## src/rtl/i2c_stop_pkg.sv

```systemverilog
package i2c_stop_pkg;

  localparam int RELOAD_W  = 7;
  localparam int SYNC_DEPTH = 2;

  typedef enum logic [2:0] {
    ST_IDLE,
    ST_SDA_LOW,
    ST_WAIT_SCL,
    ST_HOLD,
    ST_RELEASE
  } stop_state_e;

  // SCL high time in cycles: a reload of zero still gives one cycle
  function automatic logic [RELOAD_W-1:0] high_period(input logic [RELOAD_W-1:0] r);
    return (r == '0) ? RELOAD_W'(1) : r;
  endfunction

  // release wait: never shorter than the synchronizer delay plus one
  function automatic logic [RELOAD_W-1:0] check_period(input logic [RELOAD_W-1:0] r,
                                                        input int floor_cyc);
    logic [RELOAD_W-1:0] p;
    p = high_period(r);
    return (int'(p) < floor_cyc) ? RELOAD_W'(floor_cyc) : p;
  endfunction

endpackage

```

## src/rtl/i2c_line_sync.sv

```systemverilog
module i2c_line_sync #(
  parameter int WIDTH  = 2,
  parameter int STAGES = 2
) (
  input  logic             clk,
  input  logic             rst_n,
  input  logic [WIDTH-1:0] d,
  output logic [WIDTH-1:0] q
);
  logic [WIDTH-1:0] stage [STAGES];

  for (genvar i = 0; i < STAGES; i++) begin : g_stage
    if (i == 0) begin : g_first
      always_ff @(posedge clk or negedge rst_n)
        if (!rst_n) stage[i] <= '1;
        else        stage[i] <= d;
    end else begin : g_next
      always_ff @(posedge clk or negedge rst_n)
        if (!rst_n) stage[i] <= '1;
        else        stage[i] <= stage[i-1];
    end
  end

  assign q = stage[STAGES-1];
endmodule

```

## src/rtl/i2c_brg_timer.sv

```systemverilog
module i2c_brg_timer #(
  parameter int W = 7
) (
  input  logic         clk,
  input  logic         rst_n,
  input  logic         load,
  input  logic [W-1:0] load_val,
  input  logic         en,
  output logic         expire
);
  logic [W-1:0] cnt;

  always_ff @(posedge clk or negedge rst_n)
    if (!rst_n)                    cnt <= '0;
    else if (load)                 cnt <= load_val;
    else if (en && cnt > W'(1))    cnt <= cnt - W'(1);

  assign expire = en && (cnt == W'(1));

  // a running timer has always been loaded with a nonzero period
  p_run_loaded_r4: assert property (@(posedge clk) disable iff (!rst_n)
    en |-> cnt != '0);
endmodule

```

## src/rtl/i2c_stop_seq.sv

```systemverilog
module i2c_stop_seq
  import i2c_stop_pkg::*;
#(
  parameter int RW    = RELOAD_W,
  parameter int SYNCN = SYNC_DEPTH
) (
  input  logic          clk,
  input  logic          rst_n,
  input  logic          stop_req,
  input  logic [RW-1:0] reload,
  input  logic          sda_in,
  input  logic          scl_in,
  input  logic          flag_clr,
  output logic          sda_pull,
  output logic          scl_pull,
  output logic          stop_busy,
  output logic          done_flag,
  output logic          bcol_flag
);
  localparam int FLOOR = SYNCN + 1;

  stop_state_e st, nxt;
  logic        sda_s, scl_s;
  logic [1:0]  lines_s;
  logic        tmr_load, tmr_en, tmr_expire;
  logic [RW-1:0] tmr_val;
  logic        ev_done, ev_bcol;

  i2c_line_sync #(.WIDTH(2), .STAGES(SYNCN)) u_sync (
    .clk(clk), .rst_n(rst_n), .d({sda_in, scl_in}), .q(lines_s));
  assign sda_s = lines_s[1];
  assign scl_s = lines_s[0];

  i2c_brg_timer #(.W(RW)) u_timer (
    .clk(clk), .rst_n(rst_n), .load(tmr_load), .load_val(tmr_val),
    .en(tmr_en), .expire(tmr_expire));

  // outcome events, named for the assertions
  assign ev_bcol = ((st == ST_HOLD) && !scl_s) ||
                   ((st == ST_RELEASE) && tmr_expire && !sda_s);
  assign ev_done = (st == ST_RELEASE) && tmr_expire && sda_s;

  assign tmr_en   = (st == ST_HOLD) || (st == ST_RELEASE);
  assign tmr_load = ((st == ST_WAIT_SCL) && scl_s) ||
                    ((st == ST_HOLD) && scl_s && tmr_expire);
  assign tmr_val  = (st == ST_WAIT_SCL) ? high_period(reload)
                                        : check_period(reload, FLOOR);

  always_comb begin
    nxt = st;
    unique case (st)
      ST_IDLE:     if (stop_req) nxt = ST_SDA_LOW;
      ST_SDA_LOW:  if (!sda_s)   nxt = ST_WAIT_SCL;
      ST_WAIT_SCL: if (scl_s)    nxt = ST_HOLD;
      ST_HOLD: begin
        if (!scl_s)          nxt = ST_IDLE;
        else if (tmr_expire) nxt = ST_RELEASE;
      end
      ST_RELEASE:  if (tmr_expire) nxt = ST_IDLE;
      default:     nxt = ST_IDLE;
    endcase
  end

  always_ff @(posedge clk or negedge rst_n)
    if (!rst_n) st <= ST_IDLE;
    else        st <= nxt;

  always_ff @(posedge clk or negedge rst_n)
    if (!rst_n) begin
      done_flag <= 1'b0;
      bcol_flag <= 1'b0;
    end else begin
      done_flag <= ev_done | (done_flag & ~flag_clr);
      bcol_flag <= ev_bcol | (bcol_flag & ~flag_clr);
    end

  assign sda_pull  = (st == ST_SDA_LOW) || (st == ST_WAIT_SCL) || (st == ST_HOLD);
  assign scl_pull  = (st == ST_SDA_LOW);
  assign stop_busy = (st != ST_IDLE);

  // a sequence only begins on a request
  p_start_on_req_r2: assert property (@(posedge clk) disable iff (!rst_n)
    $rose(stop_busy) |-> $past(stop_req));
  // SCL is let go only after SDA was seen low
  p_scl_after_sda_r3: assert property (@(posedge clk) disable iff (!rst_n)
    $fell(scl_pull) |-> ($past(!sda_s) && sda_pull));
  // SDA is let go during a sequence only on timer expiry
  p_sda_on_expiry_r4: assert property (@(posedge clk) disable iff (!rst_n)
    ($fell(sda_pull) && stop_busy) |-> $past(tmr_expire));
  // every end of a sequence carries an outcome
  p_end_has_outcome_r5: assert property (@(posedge clk) disable iff (!rst_n)
    $fell(stop_busy) |-> $past(ev_done || ev_bcol));
  // never both outcomes, and a collision frees both lines
  p_one_outcome_r8: assert property (@(posedge clk) disable iff (!rst_n)
    !(ev_done && ev_bcol));
  p_bcol_release_r8: assert property (@(posedge clk) disable iff (!rst_n)
    $past(ev_bcol) |-> (!sda_pull && !scl_pull && !stop_busy));
  // flags hold unless cleared
  p_done_sticky_r9: assert property (@(posedge clk) disable iff (!rst_n)
    ($past(done_flag) && !$past(flag_clr)) |-> done_flag);
  p_bcol_sticky_r9: assert property (@(posedge clk) disable iff (!rst_n)
    ($past(bcol_flag) && !$past(flag_clr)) |-> bcol_flag);
endmodule

```

## config.mk

```make
export PLATFORM = sky130hd
export DESIGN_NAME = i2c_stop_seq
export DESIGN_NICKNAME = d
export VERILOG_FILES = /design/src/rtl/i2c_stop_pkg.sv /design/src/rtl/i2c_line_sync.sv /design/src/rtl/i2c_brg_timer.sv /design/src/rtl/i2c_stop_seq.sv
export SDC_FILE = /design/constraint.sdc
export NUM_CORES = 1
export LEC_CHECK = 0
export BUFFER_PORTS_ARGS = -buffer_cell sky130_fd_sc_hd__buf_4
export CAP_MARGIN = 5
export CORE_UTILIZATION = 45
export CTS_CLUSTER_DIAMETER = 50
export DETAILED_ROUTE_END_ITERATION = 10
export GPL_ROUTABILITY_DRIVEN = 0
export GPL_TIMING_DRIVEN = 0
export PLACE_DENSITY = 0.67
export SYNTH_ARGS = -nofsm -noshare
export SYNTH_HDL_FRONTEND = slang
export SYNTH_HIERARCHICAL = 1
export SYNTH_SLANG_ARGS = --single-unit
```

## constraint.sdc

```tcl
create_clock -name clk -period 3.4 [get_ports clk]
set_input_delay 0.85 -clock clk [delete_from_list [all_inputs] [get_ports clk]]
set_output_delay 0.85 -clock clk [all_outputs]
set_load 0.01 [all_outputs]
```

==> parameters.txt <==
Parameter                              Value

Clock tree
  Worst-path clk slew ... 0.09 ns
  Hold buffer count at cts ... 0
  Number of sinks handled by clock tree synthesis ... 16
  Clock tree root driver cell ... clkbuf_4
  Number of post-CTS setup repair buffers ... 0
  Cts bufs inserted ... 3
  Maximum level of the CTS H-tree ... 1
  TritonCTS clock tree ... done
  PostCTS Resize Cnt ... 0
  Clock Latency Late Sink ... 0.28 ns
  Maximum clock path buffer count ... 2

Global route
  GR Util All Layers ... 18.8%
  Vias in the first global route ... 806
  GRT Residual Overflow ... 0
  Maximum number of pins on one net before global-route repair ... 17
  Number of antenna violations at the first check in global routing ... 0
  First-pass GRT wire length ... 3460 µm

Yosys
  Number of nets in the synthesized netlist ... 119
  Area leader, netlist ... dfrtp_1
  Cell area after synthesis ... 967 µm²
  Most instantiated cells after synthesis ... dfrtp_1 (12), inv_1 (9), nand2_1 (9)
  Average size of a mapped cell ... 9.30 µm²
  Ranking of synthesized cells by area ... dfrtp_1 (31%), dfstp_2 (11%), inv_1 (3.5%), nand2_1 (3.5%), nor2_1 (2.7%)
  Most common cell in the synthesized netlist ... dfrtp_1
  Count of flip-flops with a built-in enable after synthesis ... 0
  Share of synthesized registers carrying an async set or reset ... 100%
  Cell variety after synth ... 44
  Yosys Warn Count ... 6
  Post-Synthesis Cells ... 104
  Count of state elements after synthesis ... 16
  Fraction of post-synthesis cell area in the top cell type by area ... 31.0%
  Flip-flop cell with the highest count after synthesis ... dfrtp_1
  Sequential cell area fraction in the yosys report ... 41.9%

Die
  Number of top-level pins ... 18
  Die area ... 2340 µm²
  Vertical die dimension ... 48.4 µm
  Number of placement rows ... 16
  Chip Width ... 48.4 µm
  Core box area ... 1980 µm²
  Starting utilization of the core area ... 48.8%

Cells and area
  Final cell count without fillers ... 152
  Final net count ... 141
  Storage cell area ... 405 µm²
  Multi-input logic area ... 482 µm²
  Layout Area Growth over Synthesis ... 20.4%
  Number of antenna diodes ... 0
  Proportion of layout cells with a drive suffix above 1 ... 30.4%
  Filler cells ... 166

Pwr
  Total power ... 0.835 mW
  Leakage power figure ... 0.519 nW
  Power per standard cell area ... 717 nW/µm²
  Worst vdd rail ir drop ... 377 µV

Timing
  Final clock skew ... 0.00355 ns
  Final Hold Fails ... 0
  Final number of setup-violating endpoints ... 0
  Worst setup slack after layout ... 0.541 ns
  Worst Tran Pin Value ... 0.563 ns
  Fin crit period ... 2.86 ns
  Setup tns final ... 0 ns
  Share of the clock period used by the worst path after layout ... 84.1%
  RSZ-0062 raised after global routing ... false
  Max-slew violation total from the final report ... 0
  Highest achievable clock rate ... 350 MHz
  Max-Slew Margin vs Limit ... 62.2%

Detailed routing
  Antenna-violating nets left ... 0
  Routed via count ... 836
  Post-DR vias/cell ... 5.50
  Violation count after the first detailed-routing iteration ... 41
  Sum of routed wire length over all layers ... 1940 µm
  Average routed wire per standard cell ... 12.7 µm
  First-pass DRT Iterations ... 4
  Remaining design rule violation count ... 0

Setup path
  Required time at the worst-slack endpoint ... 3.57 ns
  Cell count of the worst reg-to-reg path ... 9
  Setup slack, reg-to-reg ... 0.54 ns
  Reg2Reg Launch Point ... u_timer/cnt[2]$_DFFE_PN0P_
  CP Class ... reg2reg
  Launching element type of the critical path ... flop
  Critical Path Sink Type ... flop
  Highest fanout seen on the critical path ... 10
  Data arrival time of the critical path ... 3.03 ns
  Terminus of the critical flop-to-flop path ... u_timer/cnt[6]$_DFFE_PN0P_

Placement
  Pre-CTS setup slack ... 0.585 ns
  Port-buffer cells ... 17
  Detailed placer's ending HPWL ... 1430 µm
  Number of placed instances with taps included ... 148

Worst hold path
  End point of the most critical hold path ... u_sync/q[0]$_DFF_PN1_
  Cell depth of the worst hold path ... 0
  Worst hold-check path type ... reg2reg
  Worst hold path startpoint ... u_sync/stage[2]$_DFF_PN1_

Job
  Max-Cap Viols ... 0

Outcome
  Run status ... finished, final reports clean
-- cell usage in the layout (no fill, tap or decap), types with 2 or more instances in the layout --
cell,instances
a211o_1,2
a31oi_1,3
nor3_1,5
o311a_2,2
o21ai_0,5
dfstp_2,4
ha_1,2
o22ai_1,2
inv_1,9
clkbuf_4,3
nand2_1,9
dfrtp_1,12
a21o_1,2
a21oi_1,3
nor2b_1,3
clkbuf_1,5
nor2_1,7
buf_4,19
-- critical path: stages (launching register included) --
cell	delay, ns
dfrtp_1	0.46
or3_4	0.44
nor3_1	0.22
and3_1	0.30
inv_1	0.08
a21oi_1	0.19
clkbuf_1	0.37
inv_1	0.24
o311a_2	0.19
a221o_1	0.26
-- power by group --
part / internal (mW) / leakage [nW] / switching, mW
clock: 0.0651 / 0.0210 / 0.0585
sequential: 0.253 / 0.188 / 0.0783
combinational: 0.185 / 0.310 / 0.196
-- cells by family (layout without fill, tap and decap cells) --
group                    Yosys count  count (layout)  synth area share, %
AO/OA/AOI/OAI                     29              29                 22.8
AND/OR/NAND/NOR                   37              37                 21.1
adder cells (fa/ha/maj)            2               2                 2.59
buffers and inverters             18              39                 8.28
flip-flops                        16              16                 41.9
multiplexers                       2               2                 3.36
-- cell type report --
type                       count  share of cell area [%]
multi-input combinational     70                    41.4
sequential                    16                    34.8
timing repair buffer          17                    11.0
buffer                         8                    3.65
inverter                      10                    3.22
clock buffer                   4                    3.11
tap                           27                    2.90
-- layer usage --
layer,global-route usage [%],up-vias,part of all wire (%)
li1,-,419,-
met1,26.1,387,48
met2,30.3,26,46
met3,2.83,4,4.9
met4,5.88,0,0.78
met5,0,-,0
-- sequential cells by signal, summed over array words and instances, names as in the netlist --
signal        cells
bcol_flag         1
u_sync/q          2
st                3
u_timer/cnt       7
done_flag         1
u_sync/stage      2
-- stage by stage --
stage          utilization (%)  hold slack [ns]  cell area, µm²
2_1_floorplan                -            0.345             967
3_3_place_gp              56.9            0.346            1130
3_5_place_dp              56.9            0.349            1130
4_1_cts                   58.8            0.363            1160
5_1_grt                   58.8            0.369            1160
6_report                  58.8            0.362            1160
-- how the worst max path moves through the flow --
stage,start,to,slack (ns),cells past startpoint
2_1_floorplan,u_timer/cnt[2]$_DFFE_PN0P_,u_timer/cnt[6]$_DFFE_PN0P_,0.97,9
3_3_place_gp,u_timer/cnt[2]$_DFFE_PN0P_,u_timer/cnt[6]$_DFFE_PN0P_,0.62,9
3_5_place_dp,u_timer/cnt[2]$_DFFE_PN0P_,u_timer/cnt[6]$_DFFE_PN0P_,0.58,9
4_1_cts,u_timer/cnt[2]$_DFFE_PN0P_,u_timer/cnt[6]$_DFFE_PN0P_,0.58,9
5_1_grt,u_timer/cnt[2]$_DFFE_PN0P_,u_timer/cnt[6]$_DFFE_PN0P_,0.30,9
6_report,u_timer/cnt[2]$_DFFE_PN0P_,u_timer/cnt[6]$_DFFE_PN0P_,0.54,9
(Power assumes the default switching activity.)
